[src/rtl/slotcfg_pkg.sv]
package slotcfg_pkg;

  // Register indices that the scan walk depends on.
  localparam int unsigned CHK_REG = 5;
  localparam int unsigned STA_REG = 6;
  localparam int unsigned STB_REG = 7;

  // Host addresses of the two setup registers.
  localparam int unsigned ADDR_BOARD = 0;
  localparam int unsigned ADDR_ADAP  = 1;

  typedef enum logic [2:0] {
    SC_IDLE,
    SC_PREP,
    SC_SEL,
    SC_RD5,
    SC_RD6,
    SC_RD7,
    SC_FIN
  } scan_state_e;

  // Lowest set bit position plus one, zero when nothing is set.
  function automatic int first_flagged(input logic [31:0] m, input int n);
    int r;
    r = 0;
    for (int i = n - 1; i >= 0; i--) begin
      if (m[i]) r = i + 1;
    end
    return r;
  endfunction

  // A slot is flagged when its check bit reads low.
  function automatic logic is_flagged(input logic [7:0] b, input int chk_bit);
    return ~b[chk_bit];
  endfunction

  // Status bytes are worth reading when flagged and the valid bit is low.
  function automatic logic status_valid(input logic [7:0] b, input int chk_bit,
                                        input int val_bit);
    return ~b[chk_bit] & ~b[val_bit];
  endfunction

endpackage

[src/rtl/slotcfg_host_regs.sv]
module slotcfg_host_regs #(
  parameter int unsigned DW     = 8,
  parameter int unsigned SLW    = 3,
  parameter int unsigned IDXW   = 3,
  parameter int unsigned EN_BIT = 3
) (
  input  logic            clk,
  input  logic            rst_n,
  input  logic            host_wr,
  input  logic            host_rd,
  input  logic [IDXW:0]   host_addr,
  input  logic [DW-1:0]   host_wdata,
  output logic [DW-1:0]   host_rdata,
  input  logic            busy,
  input  logic            sc_board_set,
  input  logic            sc_adap_wr,
  input  logic            sc_adap_en,
  input  logic [SLW-1:0]  sc_adap_slot,
  input  logic [DW-1:0]   cfg_rdata,
  output logic            adap_en,
  output logic [SLW-1:0]  adap_slot,
  output logic            win_ok,
  output logic            win_rd,
  output logic            win_wr,
  output logic [IDXW-1:0] win_idx
);
  import slotcfg_pkg::*;

  localparam int unsigned AW = IDXW + 1;

  logic [DW-1:0]  board_q;
  logic           adap_en_q;
  logic [SLW-1:0] adap_slot_q;
  logic [DW-1:0]  rdata_q;
  logic [DW-1:0]  adap_view;

  logic host_ok;
  logic is_win;
  logic is_board;
  logic is_adap;

  assign host_ok  = ~busy;
  assign is_win   = host_addr[AW-1];
  assign is_board = (host_addr == AW'(ADDR_BOARD));
  assign is_adap  = (host_addr == AW'(ADDR_ADAP));
  assign win_ok   = adap_en_q && (board_q == {DW{1'b1}});
  assign win_idx  = host_addr[IDXW-1:0];
  assign win_wr   = host_wr && host_ok && is_win && win_ok;
  assign win_rd   = host_rd && host_ok && is_win && win_ok;

  always_comb begin
    adap_view              = '0;
    adap_view[EN_BIT]      = adap_en_q;
    adap_view[SLW-1:0]     = adap_slot_q;
  end

  always_ff @(posedge clk or negedge rst_n) begin
    if (!rst_n) begin
      board_q     <= '0;
      adap_en_q   <= 1'b0;
      adap_slot_q <= '0;
    end else begin
      if (sc_board_set) begin
        board_q <= {DW{1'b1}};
      end else if (host_wr && host_ok && is_board) begin
        board_q <= host_wdata;
      end
      if (sc_adap_wr) begin
        adap_en_q   <= sc_adap_en;
        adap_slot_q <= sc_adap_slot;
      end else if (host_wr && host_ok && is_adap) begin
        adap_en_q   <= host_wdata[EN_BIT];
        adap_slot_q <= host_wdata[SLW-1:0];
      end
    end
  end

  always_ff @(posedge clk or negedge rst_n) begin
    if (!rst_n) begin
      rdata_q <= '0;
    end else if (host_rd && host_ok) begin
      if (is_win)        rdata_q <= win_ok ? cfg_rdata : {DW{1'b1}};
      else if (is_board) rdata_q <= board_q;
      else if (is_adap)  rdata_q <= adap_view;
      else               rdata_q <= '0;
    end
  end

  assign host_rdata = rdata_q;
  assign adap_en    = adap_en_q;
  assign adap_slot  = adap_slot_q;

endmodule

[src/rtl/slotcfg_scanner.sv]
module slotcfg_scanner #(
  parameter int unsigned NSLOT   = 8,
  parameter int unsigned DW      = 8,
  parameter int unsigned SLW     = 3,
  parameter int unsigned IDXW    = 3,
  parameter int unsigned FW      = 4,
  parameter int unsigned CHK_BIT = 7,
  parameter int unsigned VAL_BIT = 6
) (
  input  logic              clk,
  input  logic              rst_n,
  input  logic              scan_start,
  input  logic [DW-1:0]     cfg_rdata,
  output logic              busy,
  output logic              sc_board_set,
  output logic              sc_adap_wr,
  output logic              sc_adap_en,
  output logic [SLW-1:0]    sc_adap_slot,
  output logic              sc_rd,
  output logic [IDXW-1:0]   sc_idx,
  output logic [SLW-1:0]    slot_idx,
  output logic [NSLOT-1:0]  mask,
  output logic [FW-1:0]     first,
  output logic              any,
  output logic              fallback,
  output logic [NSLOT*DW-1:0] stat_lo,
  output logic [NSLOT*DW-1:0] stat_hi,
  output logic              done
);
  import slotcfg_pkg::*;

  localparam logic [SLW-1:0] LAST = SLW'(NSLOT - 1);

  scan_state_e      state_q;
  logic [SLW-1:0]   slot_q;
  logic             capt_q;
  logic [NSLOT-1:0] mask_q;
  logic [FW-1:0]    first_q;
  logic             any_q;
  logic             fb_q;
  logic             done_q;
  logic             start_ok;
  logic [DW-1:0]    lo_q [NSLOT];
  logic [DW-1:0]    hi_q [NSLOT];

  assign start_ok = (state_q == SC_IDLE) && scan_start;

  always_ff @(posedge clk or negedge rst_n) begin
    if (!rst_n) begin
      state_q <= SC_IDLE;
      slot_q  <= '0;
      capt_q  <= 1'b0;
      mask_q  <= '0;
      first_q <= '0;
      any_q   <= 1'b0;
      fb_q    <= 1'b0;
      done_q  <= 1'b0;
    end else begin
      done_q <= 1'b0;
      case (state_q)
        SC_IDLE: begin
          if (scan_start) begin
            state_q <= SC_PREP;
            mask_q  <= '0;
            first_q <= '0;
            any_q   <= 1'b0;
            fb_q    <= 1'b0;
          end
        end
        SC_PREP: begin
          slot_q  <= '0;
          state_q <= SC_SEL;
        end
        SC_SEL: state_q <= SC_RD5;
        SC_RD5: begin
          mask_q[slot_q] <= is_flagged(cfg_rdata, CHK_BIT);
          capt_q         <= status_valid(cfg_rdata, CHK_BIT, VAL_BIT);
          state_q        <= SC_RD6;
        end
        SC_RD6: state_q <= SC_RD7;
        SC_RD7: begin
          if (slot_q == LAST) begin
            state_q <= SC_FIN;
          end else begin
            slot_q  <= slot_q + 1'b1;
            state_q <= SC_SEL;
          end
        end
        SC_FIN: begin
          done_q  <= 1'b1;
          any_q   <= |mask_q;
          fb_q    <= ~|mask_q;
          first_q <= FW'(first_flagged(32'(mask_q), NSLOT));
          state_q <= SC_IDLE;
        end
        default: state_q <= SC_IDLE;
      endcase
    end
  end

  for (genvar g = 0; g < NSLOT; g++) begin : g_lane
    always_ff @(posedge clk or negedge rst_n) begin
      if (!rst_n) begin
        lo_q[g] <= '0;
        hi_q[g] <= '0;
      end else if (start_ok) begin
        lo_q[g] <= '0;
        hi_q[g] <= '0;
      end else if (capt_q && (slot_q == SLW'(g))) begin
        if (state_q == SC_RD6) lo_q[g] <= cfg_rdata;
        if (state_q == SC_RD7) hi_q[g] <= cfg_rdata;
      end
    end
    assign stat_lo[g*DW +: DW] = lo_q[g];
    assign stat_hi[g*DW +: DW] = hi_q[g];
  end

  always_comb begin
    sc_idx = IDXW'(STB_REG);
    if (state_q == SC_RD5)      sc_idx = IDXW'(CHK_REG);
    else if (state_q == SC_RD6) sc_idx = IDXW'(STA_REG);
  end

  assign busy         = (state_q != SC_IDLE);
  assign sc_board_set = (state_q == SC_PREP);
  assign sc_adap_wr   = (state_q == SC_SEL) || (state_q == SC_FIN);
  assign sc_adap_en   = (state_q == SC_SEL);
  assign sc_adap_slot = (state_q == SC_SEL) ? slot_q : '0;
  assign sc_rd        = (state_q == SC_RD5) ||
                        (((state_q == SC_RD6) || (state_q == SC_RD7)) && capt_q);
  assign slot_idx     = slot_q;
  assign mask         = mask_q;
  assign first        = first_q;
  assign any          = any_q;
  assign fallback     = fb_q;
  assign done         = done_q;

endmodule

[src/rtl/slotcfg_bus_mux.sv]
module slotcfg_bus_mux #(
  parameter int unsigned DW   = 8,
  parameter int unsigned IDXW = 3
) (
  input  logic            busy,
  input  logic            win_ok,
  input  logic            win_rd,
  input  logic            win_wr,
  input  logic [IDXW-1:0] win_idx,
  input  logic [DW-1:0]   host_wdata,
  input  logic            sc_rd,
  input  logic [IDXW-1:0] sc_idx,
  output logic            cfg_en,
  output logic            cfg_rd,
  output logic            cfg_wr,
  output logic [IDXW-1:0] cfg_idx,
  output logic [DW-1:0]   cfg_wdata
);
  assign cfg_en    = win_ok;
  assign cfg_rd    = busy ? sc_rd  : win_rd;
  assign cfg_idx   = busy ? sc_idx : win_idx;
  assign cfg_wr    = ~busy & win_wr;
  assign cfg_wdata = host_wdata;
endmodule

[src/rtl/slotcfg_ctrl.sv]
module slotcfg_ctrl #(
  parameter int unsigned NSLOT   = 8,
  parameter int unsigned NREG    = 8,
  parameter int unsigned DW      = 8,
  parameter int unsigned EN_BIT  = 3,
  parameter int unsigned CHK_BIT = 7,
  parameter int unsigned VAL_BIT = 6,
  localparam int unsigned SLW    = $clog2(NSLOT),
  localparam int unsigned IDXW   = $clog2(NREG),
  localparam int unsigned FW     = $clog2(NSLOT + 1)
) (
  input  logic                clk,
  input  logic                rst_n,
  input  logic                host_wr,
  input  logic                host_rd,
  input  logic [IDXW:0]       host_addr,
  input  logic [DW-1:0]       host_wdata,
  output logic [DW-1:0]       host_rdata,
  input  logic                scan_start,
  output logic                scan_busy,
  output logic                scan_done,
  output logic [NSLOT-1:0]    chk_mask,
  output logic [FW-1:0]       chk_first,
  output logic                chk_any,
  output logic                chk_fallback,
  output logic [NSLOT*DW-1:0] chk_stat_lo,
  output logic [NSLOT*DW-1:0] chk_stat_hi,
  output logic [SLW-1:0]      cfg_slot,
  output logic                cfg_en,
  output logic [IDXW-1:0]     cfg_idx,
  output logic                cfg_rd,
  output logic                cfg_wr,
  output logic [DW-1:0]       cfg_wdata,
  input  logic [DW-1:0]       cfg_rdata
);
  // Named internal events, visible to the bound checker.
  logic            busy;
  logic            sc_board_set;
  logic            sc_adap_wr;
  logic            sc_adap_en;
  logic [SLW-1:0]  sc_adap_slot;
  logic            sc_rd;
  logic [IDXW-1:0] sc_idx;
  logic [SLW-1:0]  scan_slot;
  logic            adap_en;
  logic            win_ok;
  logic            win_rd;
  logic            win_wr;
  logic [IDXW-1:0] win_idx;

  slotcfg_host_regs #(
    .DW(DW), .SLW(SLW), .IDXW(IDXW), .EN_BIT(EN_BIT)
  ) u_regs (
    .clk(clk), .rst_n(rst_n),
    .host_wr(host_wr), .host_rd(host_rd), .host_addr(host_addr),
    .host_wdata(host_wdata), .host_rdata(host_rdata),
    .busy(busy),
    .sc_board_set(sc_board_set), .sc_adap_wr(sc_adap_wr),
    .sc_adap_en(sc_adap_en), .sc_adap_slot(sc_adap_slot),
    .cfg_rdata(cfg_rdata),
    .adap_en(adap_en), .adap_slot(cfg_slot),
    .win_ok(win_ok), .win_rd(win_rd), .win_wr(win_wr), .win_idx(win_idx)
  );

  slotcfg_scanner #(
    .NSLOT(NSLOT), .DW(DW), .SLW(SLW), .IDXW(IDXW), .FW(FW),
    .CHK_BIT(CHK_BIT), .VAL_BIT(VAL_BIT)
  ) u_scan (
    .clk(clk), .rst_n(rst_n),
    .scan_start(scan_start), .cfg_rdata(cfg_rdata),
    .busy(busy),
    .sc_board_set(sc_board_set), .sc_adap_wr(sc_adap_wr),
    .sc_adap_en(sc_adap_en), .sc_adap_slot(sc_adap_slot),
    .sc_rd(sc_rd), .sc_idx(sc_idx), .slot_idx(scan_slot),
    .mask(chk_mask), .first(chk_first), .any(chk_any),
    .fallback(chk_fallback), .stat_lo(chk_stat_lo), .stat_hi(chk_stat_hi),
    .done(scan_done)
  );

  slotcfg_bus_mux #(
    .DW(DW), .IDXW(IDXW)
  ) u_mux (
    .busy(busy), .win_ok(win_ok), .win_rd(win_rd), .win_wr(win_wr),
    .win_idx(win_idx), .host_wdata(host_wdata),
    .sc_rd(sc_rd), .sc_idx(sc_idx),
    .cfg_en(cfg_en), .cfg_rd(cfg_rd), .cfg_wr(cfg_wr),
    .cfg_idx(cfg_idx), .cfg_wdata(cfg_wdata)
  );

  assign scan_busy = busy;

endmodule

[config.mk]
export PLATFORM = sky130hd
export DESIGN_NAME = slotcfg_ctrl
export DESIGN_NICKNAME = d
export VERILOG_FILES = /design/src/rtl/slotcfg_pkg.sv /design/src/rtl/slotcfg_host_regs.sv /design/src/rtl/slotcfg_scanner.sv /design/src/rtl/slotcfg_bus_mux.sv /design/src/rtl/slotcfg_ctrl.sv
export SDC_FILE = /design/constraint.sdc
export NUM_CORES = 1
export LEC_CHECK = 0
export ABC_AREA = 1
export BUFFER_PORTS_ARGS = -buffer_cell sky130_fd_sc_hd__buf_4
export CAP_MARGIN = 20
export CORE_MARGIN = 2
export CORE_UTILIZATION = 50
export CTS_CLUSTER_SIZE = 24
export DETAILED_ROUTE_END_ITERATION = 8
export PLACE_DENSITY_LB_ADDON = 0.15
export SYNTH_ARGS = -nofsm -noshare
export SYNTH_HDL_FRONTEND = slang
export SYNTH_SLANG_ARGS = --single-unit
[constraint.sdc]
create_clock -name clk -period 4.9 [get_ports clk]
set_clock_uncertainty 0.1 [all_clocks]
set_input_delay 0.245 -clock clk [delete_from_list [all_inputs] [get_ports clk]]
set_output_delay 0.245 -clock clk [all_outputs]
set_load 0.1 [all_outputs]
-- Word-level counts from Yosys, hierarchy flattened
Cells that the tools add are included.
W data, S select, Z words.
- register bits after elaboration: 170
- word-level logic and storage cells: 189
- memories: 0
- latch bits: 0
- bits of input ports: 25
- bits in read-only memories: 0
- RAM bits: 0
- order comparisons: 2
- add/subtract/negate cells: 1
- reductions and logical operators: 63
- multiply operators: 0
- mux-type cells: 73
- shift operators: 0
- bitwise operators: 5
- equality and inequality tests: 17
- div/mod/pow operators: 0
- operators by type and width (operator ; number):
    $mux W8 ; 40
    $mux W4 ; 10
    $reduce_and A2 Y1 ; 19
    $reduce_bool A2 Y1 ; 15
    $mux W3 ; 8
    $eq A3 B3 Y1 const B ; 7
    $logic_and A1 B1 Y1 ; 20
    $pmux W3 S6 ; 1
    $pmux W8 S2 ; 1
    $eq A3 B2 Y1 const B ; 4
    $bwmux W8 ; 1
    $eq A8 B8 Y1 const B ; 1
    $pmux W4 S2 ; 1
    $reduce_or A8 Y1 ; 1
    $mux W1 ; 7
    $eq A3 B1 Y1 const B ; 2
    $logic_not A3 Y1 ; 2
    $pmux W3 S2 ; 1
    $eq A4 B1 Y1 const B ; 1
    $logic_not A4 Y1 ; 1
    $lt A3 B4 Y1 const B ; 1
    $ne A2 B2 Y1 const B ; 2
    $pmux W1 S2 ; 2
    $add A3 B1 Y3 const B ; 1
    other kinds (7) ; 12

-- Depth between registers and ports, before layout
Gate-level depths: netlist of the first run.
- word-level depth: 9
- gate-level depth with buffers: 10
- gate-level depth less buffers: 8

-- Modules after synthesis
From an unflattened synthesis of the first run, not the netlist that was laid out.
- cell total of the unflattened synthesis: 787
- area total of the unflattened synthesis: 7679.9 sq um
- by module, submodules not included (module ; cells an instance ; instances ; area an instance (sq um) ; seq. area each (sq um)):
    slotcfg_scanner ; 612 ; 1 ; 6372.4 ; 3753.6
    slotcfg_host_regs ; 151 ; 1 ; 1183.6 ; 500.5
    slotcfg_bus_mux ; 24 ; 1 ; 123.9 ; 0.0

-- Worst setup path after synthesis of the first run
Ideal clock, no wire load.
- path type: register -> output
- from: register u_regs.adap_en_q, in the netlist u_regs.adap_en
- to: output port cfg_wr
- arrival time: 4.214 ns
- slack: 0.341 ns
- cell stages (with the launch flop): 6
- cells stage by stage: dfrtp_1 > nand2_1 > nor2_1 > nor3b_1 > nand2_1 > nor2_1
- longest elaborated chain between the ends: 3
- RTL lines (item ; line ; RTL):
    start, declared ; slotcfg_host_regs.sv:32 ; logic adap_en_q;
    start signal, assigned ; slotcfg_host_regs.sv:69 ; adap_en_q <= sc_adap_en;
    start signal, assigned ; slotcfg_host_regs.sv:72 ; adap_en_q <= host_wdata[EN_BIT];
    $logic_and A1 B1 Y1 ; slotcfg_host_regs.sv:46 ; assign win_ok = adap_en_q && (board_q == {DW{1'b1}});
    net cfg_en ; slotcfg_ctrl.sv:29 ; output logic cfg_en,
    $logic_and A1 B1 Y1 ; slotcfg_host_regs.sv:48 ; assign win_wr = host_wr && host_ok && is_win && win_ok;
    $and A1 B1 Y1 ; slotcfg_bus_mux.sv:22 ; assign cfg_wr = ~busy & win_wr;
    end, declared ; slotcfg_ctrl.sv:32 ; output logic cfg_wr,
The timed path passes the listed nets, and every way through them passes these cells.

-- Worst setup path after layout of the first run
- from: register u_scan.state_q[0]
- to: output port cfg_rd
- longest elaborated chain between the ends: 6
- RTL lines (item ; line ; RTL):
    start, declared ; slotcfg_scanner.sv:34 ; scan_state_e state_q;
    start signal, assigned ; slotcfg_scanner.sv:50 ; state_q <= SC_IDLE;
    start signal, assigned ; slotcfg_scanner.sv:63 ; state_q <= SC_PREP;
    start signal, assigned ; slotcfg_scanner.sv:72 ; state_q <= SC_SEL;
    $reduce_bool A3 Y1 ; slotcfg_scanner.sv:124 ; assign busy = (state_q != SC_IDLE);
    $not A1 Y1 ; slotcfg_host_regs.sv:42 ; assign host_ok = ~busy;
    $logic_and A1 B1 Y1 (3 in a row) ; slotcfg_host_regs.sv:49 ; assign win_rd = host_rd && host_ok && is_win && win_ok;
    $mux W1 * ; slotcfg_bus_mux.sv:20 ; assign cfg_rd = busy ? sc_rd : win_rd;
    end, declared ; slotcfg_ctrl.sv:31 ; output logic cfg_rd,
Every way passes the cells marked *; elsewhere a longest branch is shown, timed or not.

==> run_results.csv, run 1 <==
group,metric,value,unit
cts,path_clk_slew,0.07,ns
floorplan,dieArea,15700,um2
timing,fin_tns_setup,0,ns
critical_path,crit_top_cell,"nand2_1",
detailed_routing,final_antenna_net_count,0,
detailed_routing,wire_per_inst,16.6,um
grt,groute.layer.met3.usage,8.26,%
floorplan,start_util,50.9,%
timing,setup_violations,0,
synth,syn_inst,790,
floorplan,fp-row-count,44,
floorplan,io_pins,194,
synth,synthFlopType,"dfrtp_1",
critical_path,worst-path-max-fanout,11,
critical_path,reg2reg_from,"u_scan.state_q[2]",
cts,cts_tree,"yes",
grt,met2_usage,38.5,%
synth,yosys_warnings,0,
grt,grt_util_all_layers,25.6,%
timing,fmax,0.378,GHz
cts,clk_latency,0.43,ns
synth,yosysMostFrequentCell,"nand2_1",
cts,cts_buffer_depth,2,
critical_path,worstPathArrival,2.30,ns
synth,synthTopCellsByCount,"nand2_1, dfrtp_1, o21ai_1",
synth,syn_area,7370,um2
grt,top_usage_layer,"met2",
synth,yosys.area.top_type,"dfrtp_1",
floorplan,core,14500,um2
final_layout,fillCellCount,1228,
cts,cts_buffers,17,
final_layout,syn_to_final_growth,30.1,%
critical_path,cp-startpoint,"u_scan.state_q[0]",
timing,post-route-period-util,53.9,%
cts,clock-sinks,170,
status,outcome,"finished, final reports clean",
synth,synth-edff-count,0,
synth,ys_seq_area_share,57.7,%
final_layout,seq_area,4250,um2
critical_path,path_cells,"inv_2 -> nand2_2 -> nor2_4 -> nand2_1 -> nor2_1 -> nand2_1 -> nand3_1 -> buf_4",
timing,rsz0062_at_grt,"false",
synth,syn_nets,821,
final_layout,nNetsFinal,1011,
final_layout,drive_above_1_share,29.5,%
grt,first_global_vias,5950,
grt,grt_max_degree,96,
detailed_routing,drt_iter0_drc,503,
floorplan,die_w,125,um
grt,grt_first_pass_wirelength,31500,um
timing,final.min_clock_period,2.64,ns
detailed_routing,vias_per_cell,5.17,
hold_path,min_path_type,"in -> reg",
synth,synthArstFlopShare,100,%
synth,ys_top_cells_by_area,"dfrtp_1, nand2_1, o21ai_1",
timing,relSlewSlack,27.3,%
critical_path,cpPeakStageDelay,0.42,ns
cts,cts_resized,0,
timing,worst_pin_slew,1.09,ns
critical_path,crit_slowest_cell,"dfrtp_1",
detailed_routing,wirelength,19500,um
timing,drv_slew,0,
detailed_routing,remaining_drc_errors,0,
cts,hold_buffers,12,
timing,finalHoldViolations,0,
cts,htreeDepth,4,
placed_design,hpwlAfterDp,13300,um
grt,use_met1,34.7,%
detailed_routing,drt_pass1_iterations,5,
synth,avgSynthCellArea,9.33,um2
flow_run,maxCapViolCount,0,
synth,synth_seq_cells,170,
critical_path,cp.required,4.55,ns
synth,synth_cell_types,35,
grt,grt_overflow_total,0,
critical_path,path_class,"reg -> out",
placed_design,gp_congestion,0.848,
detailed_routing,vias,6086,
critical_path,worst_setup_path_start_kind,"register",
floorplan,die_h,125,um
cts,cts_root_buf,"clkbuf_16",
final_layout,diodes,0,
cts,post_cts_buffers,0,
synth,synth_top_area_share,57.7,%
grt,antenna_found_initial,0,
hold_path,hp-start,"cfg_rdata[7]",
critical_path,endpoint_kind,"output pin",
final_layout,multi_input_area,2690,um2
placed_design,portBuffers,193,
-- sequential cells by signal (all words and copies together) (netlist names) --
name / count
u_regs.adap_en: 1
u_regs.adap_slot: 3
u_regs.board_q: 8
u_regs.host_rdata: 8
u_scan.any: 1
u_scan.capt_q: 1
u_scan.done: 1
u_scan.fallback: 1
u_scan.first: 4
u_scan.mask: 8
u_scan.slot_idx: 3
u_scan.stat_hi: 64
u_scan.stat_lo: 64
u_scan.state_q: 3
-- path summary, 6_finish.rpt --
kind	to	slack, ns	cells past startpoint
max	cfg_rd	2.26	8
min reg2reg	u_scan.first[2]	0.38	2
min in group asynchronous	u_regs.board_q[4]	0.28	2
min	u_regs.host_rdata[7]	0.02	3
max reg2reg	u_scan.stat_lo[57]	2.52	6
max in group asynchronous	u_scan.stat_hi[58]	3.46	3
-- logic make-up after synthesis --
| logic type | Yosys count | share of synthesized area [%] |
|---|---|---|
| buffers and inverters | 82 | 5.74 |
| flip-flops | 170 | 57.7 |
| adder cells (fa/ha/maj) | 6 | 1.02 |
| AND/OR/NAND/NOR | 367 | 20.9 |
| AO/OA/AOI/OAI | 165 | 14.7 |
-- area by class of cell --
class	count	area share, %
Multi-Input combinational cell	538	28.1
Clock buffer	18	4.58
Timing Repair Buffer	206	16.6
Inverter	47	1.84
Clock inverter	14	2.15
Tap cell	184	2.40
Sequential cell	170	44.3
-- cells in the final DEF (no fill, tap or decap), types with 2 or more instances in the layout --
master and count:
a21oi_1 3, o21ai_1 94, inv_6 4, clkinvlp_4 2, nand2_1 280, nand4_1 6
nand2_2 8, inv_2 10, o21ai_2 21, dlygate4sd3_1 12, dfrtp_1 170, buf_4 192
o31ai_2 3, nor3_1 3, o21ai_4 2, a21boi_0 4, nor2_1 20, ha_1 6
inv_1 36, nand3_1 36, bufinv_16 4, clkbuf_16 17, o211ai_1 4, inv_8 2
a21oi_4 9, nor2_2 5, o21ai_0 21, nand2_4 5
-- through the flow --
stage / std cells / instance area (um2) / hold WS, ns / setup slack [ns] / util [%]
floorplan: 790 / 7370 / -0.151 / 0.341 / -
global placement: 1133 / 8830 / 0.205 / 2.58 / 61.0
detailed placement: 1133 / 8830 / 0.204 / 2.52 / 61.0
CTS: 1177 / 9590 / 0.0127 / 2.25 / 66.3
global route: 1177 / 9590 / 0.0195 / 2.00 / 66.3
finish: 1177 / 9590 / 0.0173 / 2.26 / 66.3
-- per-layer routing --
metal  vias up  share of wire (%)
met4         0                2.1
met3        29                7.5
met2       215                 46
li1       2955                  -
met1      2887                 45
met5         -                  0
-- worst max-delay path, delay by kind of cell (launching register included) --
family / cells / cell delay, ns
simple gates: 6 / 1.03
buf+inv: 2 / 0.44
flops: 1 / 0.42
Power of run 1 is not shown: default switching activity piles up to over one toggle a cycle in this logic, so the estimate is an artifact.
==> inputs of run 2 (changes only) <==
Settings changed: CORE_UTILIZATION 50 to 48.
Clock period 4.9 ns to 2.2 ns, I/O delays scaled along.
==> run 2 against run 1 <==
Effect of this change:
- count of clock-buffer cells in the layout fell by 1
- final cell count rose by 3.7%
- via count up 2.6%
- routed wire length is 4.1% higher
- first-iteration DRC count is 7.8% lower
- setup slack got worse by 2.1 ns
- hold slack improved by 0.025 ns
- register-to-register slack lost 2.4 ns
- die area increased by 4.0%
- non-clock buffer count up 39
- critical path depth is 2 lower
- global-route usage grew 0.48 points
==> run_results.csv, run 2 (synthesis results as in run 1) <==
group,metric,value,unit
grt,grt_first_pass_wirelength,32700,um
critical_path,r2r_slack,0.15,ns
detailed_routing,final_antenna_net_count,0,
cts,cts_root_buf,"clkbuf_16",
critical_path,path_class,"reg -> out",
grt,grt_max_degree,58,
floorplan,core,15100,um2
detailed_routing,vias_per_cell,5.12,
final_layout,final_common_cell,"nand2_1",
critical_path,endpoint_kind,"output pin",
hold_path,min_path_type,"in -> async",
timing,fmax,0.483,GHz
floorplan,die_w,128,um
floorplan,dieArea,16400,um2
grt,grt_overflow_total,0,
final_layout,fillCellCount,1264,
floorplan,die_h,128,um
grt,antenna_found_initial,0,
critical_path,cp.required,1.99,ns
detailed_routing,drt_iter0_drc,464,
grt,grt_util_all_layers,26.0,%
flow_run,maxCapViolCount,0,
floorplan,fp-row-count,45,
detailed_routing,wire_per_inst,16.6,um
final_layout,nNetsFinal,1050,
grt,first_global_vias,6108,
timing,finalHoldViolations,0,
detailed_routing,remaining_drc_errors,0,
final_layout,final_cell_mix,"nand2_1, buf_4, dfrtp_1",
cts,cts_buffer_depth,2,
critical_path,reg2reg_depth,7,
floorplan,start_util,48.8,%
timing,relSlewSlack,69.0,%
timing,final.min_clock_period,2.07,ns
critical_path,worstPathArrival,1.86,ns
timing,rsz0062_at_grt,"true",
timing,setup_violations,0,
final_layout,diodes,0,
cts,clock-sinks,170,
critical_path,reg2reg_from,"u_scan.slot_idx[0]",
cts,path_clk_slew,0.07,ns
placed_design,portBuffers,193,
critical_path,rr_endpoint,"u_scan.stat_hi[18]",
detailed_routing,drt_pass1_iterations,5,
final_layout,drive_above_1_share,31.7,%
critical_path,worst-path-max-fanout,5,
timing,worst_pin_slew,0.464,ns
placed_design,gp_congestion,0.889,
cts,clk_latency,0.43,ns
cts,cts_buffers,17,
timing,drv_slew,0,
timing,post-route-period-util,94.1,%
cts,cts_tree,"yes",
final_layout,syn_to_final_growth,35.5,%
status,outcome,"finished, final reports clean",
critical_path,worst_setup_path_start_kind,"register",
detailed_routing,vias,6247,
cts,htreeDepth,4,
detailed_routing,wirelength,20300,um
floorplan,io_pins,194,
timing,whs,0.0419,ns
placed_design,hpwlAfterDp,14200,um
run 2: cell types whose count changed in the layout (fill, tap and decap cells not counted), sizes merged:
cell	delta
dlygate4sd3	+11
clkinv	+1
clkinvlp	+2
clkbuf	-1
buf	+28
inv	-2
run 2: repair_timing:
item                                   CTS  global route
gates cloned                             0             0
endpoints found under the hold margin  194             0
hold buffers                            23             0
pin swaps                                0             1
resized for setup                        2             5
setup buffers                            0             4
setup endpoints to repair                1             7
run 2: routing by layer:
| metal | vias up | track usage (%) | share of wire (%) |
|---|---|---|---|
| met4 | 0 | 7.18 | 1.5 |
| met1 | 2994 | 36.3 | 45 |
| met5 | - | 0 | 0 |
| met2 | 210 | 40.4 | 47 |
| met3 | 25 | 7.30 | 7.0 |
| li1 | 3018 | - | - |
run 2: how the worst max path moves through the flow:
stage	startpoint	endpoint	slack, ns	cells past startpoint
3_3_place_gp	u_scan.slot_idx[0]	u_scan.stat_lo[16]	0.26	7
2_1_floorplan	u_regs.adap_en	cfg_wr	-0.13	5
4_1_cts	u_scan.state_q[0]	cfg_rd	0.004	8
5_1_grt	u_scan.state_q[1]	cfg_rd	-0.008	8
6_report	u_scan.state_q[1]	cfg_wr	0.13	6
3_5_place_dp	u_scan.slot_idx[0]	u_scan.stat_lo[2]	0.21	7
run 2: critical path, stage by stage, from the launching register on:
cell and delay [ns]:
dfrtp_1 0.43, inv_2 0.13, nand2_2 0.08, nor2_4 0.16, nand2_1 0.21, nor2_4 0.14
buf_4 0.29
run 2: final cells by class:
| class | count | area (um2) | area share (%) |
|---|---|---|---|
| Sequential cell | 170 | 4250 | 42.6 |
| Clock buffer | 17 | 425 | 4.26 |
| Clock inverter | 15 | 213 | 2.13 |
| Inverter | 47 | 176 | 1.77 |
| Multi-Input combinational cell | 538 | 2730 | 27.4 |
| Timing Repair Buffer | 245 | 1950 | 19.5 |
| Tap cell | 188 | 235 | 2.36 |
run 2: stage by stage:
step / cells / utilization, % / setup slack [ns] / instance area [um2] / TNS (ns)
2_1_floorplan: 790 / - / -0.127 / 7390 / -0.127
3_3_place_gp: 1161 / 60.0 / 0.264 / 9060 / 0
3_5_place_dp: 1161 / 60.0 / 0.215 / 9060 / 0
4_1_cts: 1216 / 65.8 / 0.00410 / 9940 / 0
5_1_grt: 1220 / 66.2 / -0.00830 / 9990 / -0.00830
6_report: 1220 / 66.2 / 0.130 / 9990 / 0
Power of run 2 is left out for the same reason.
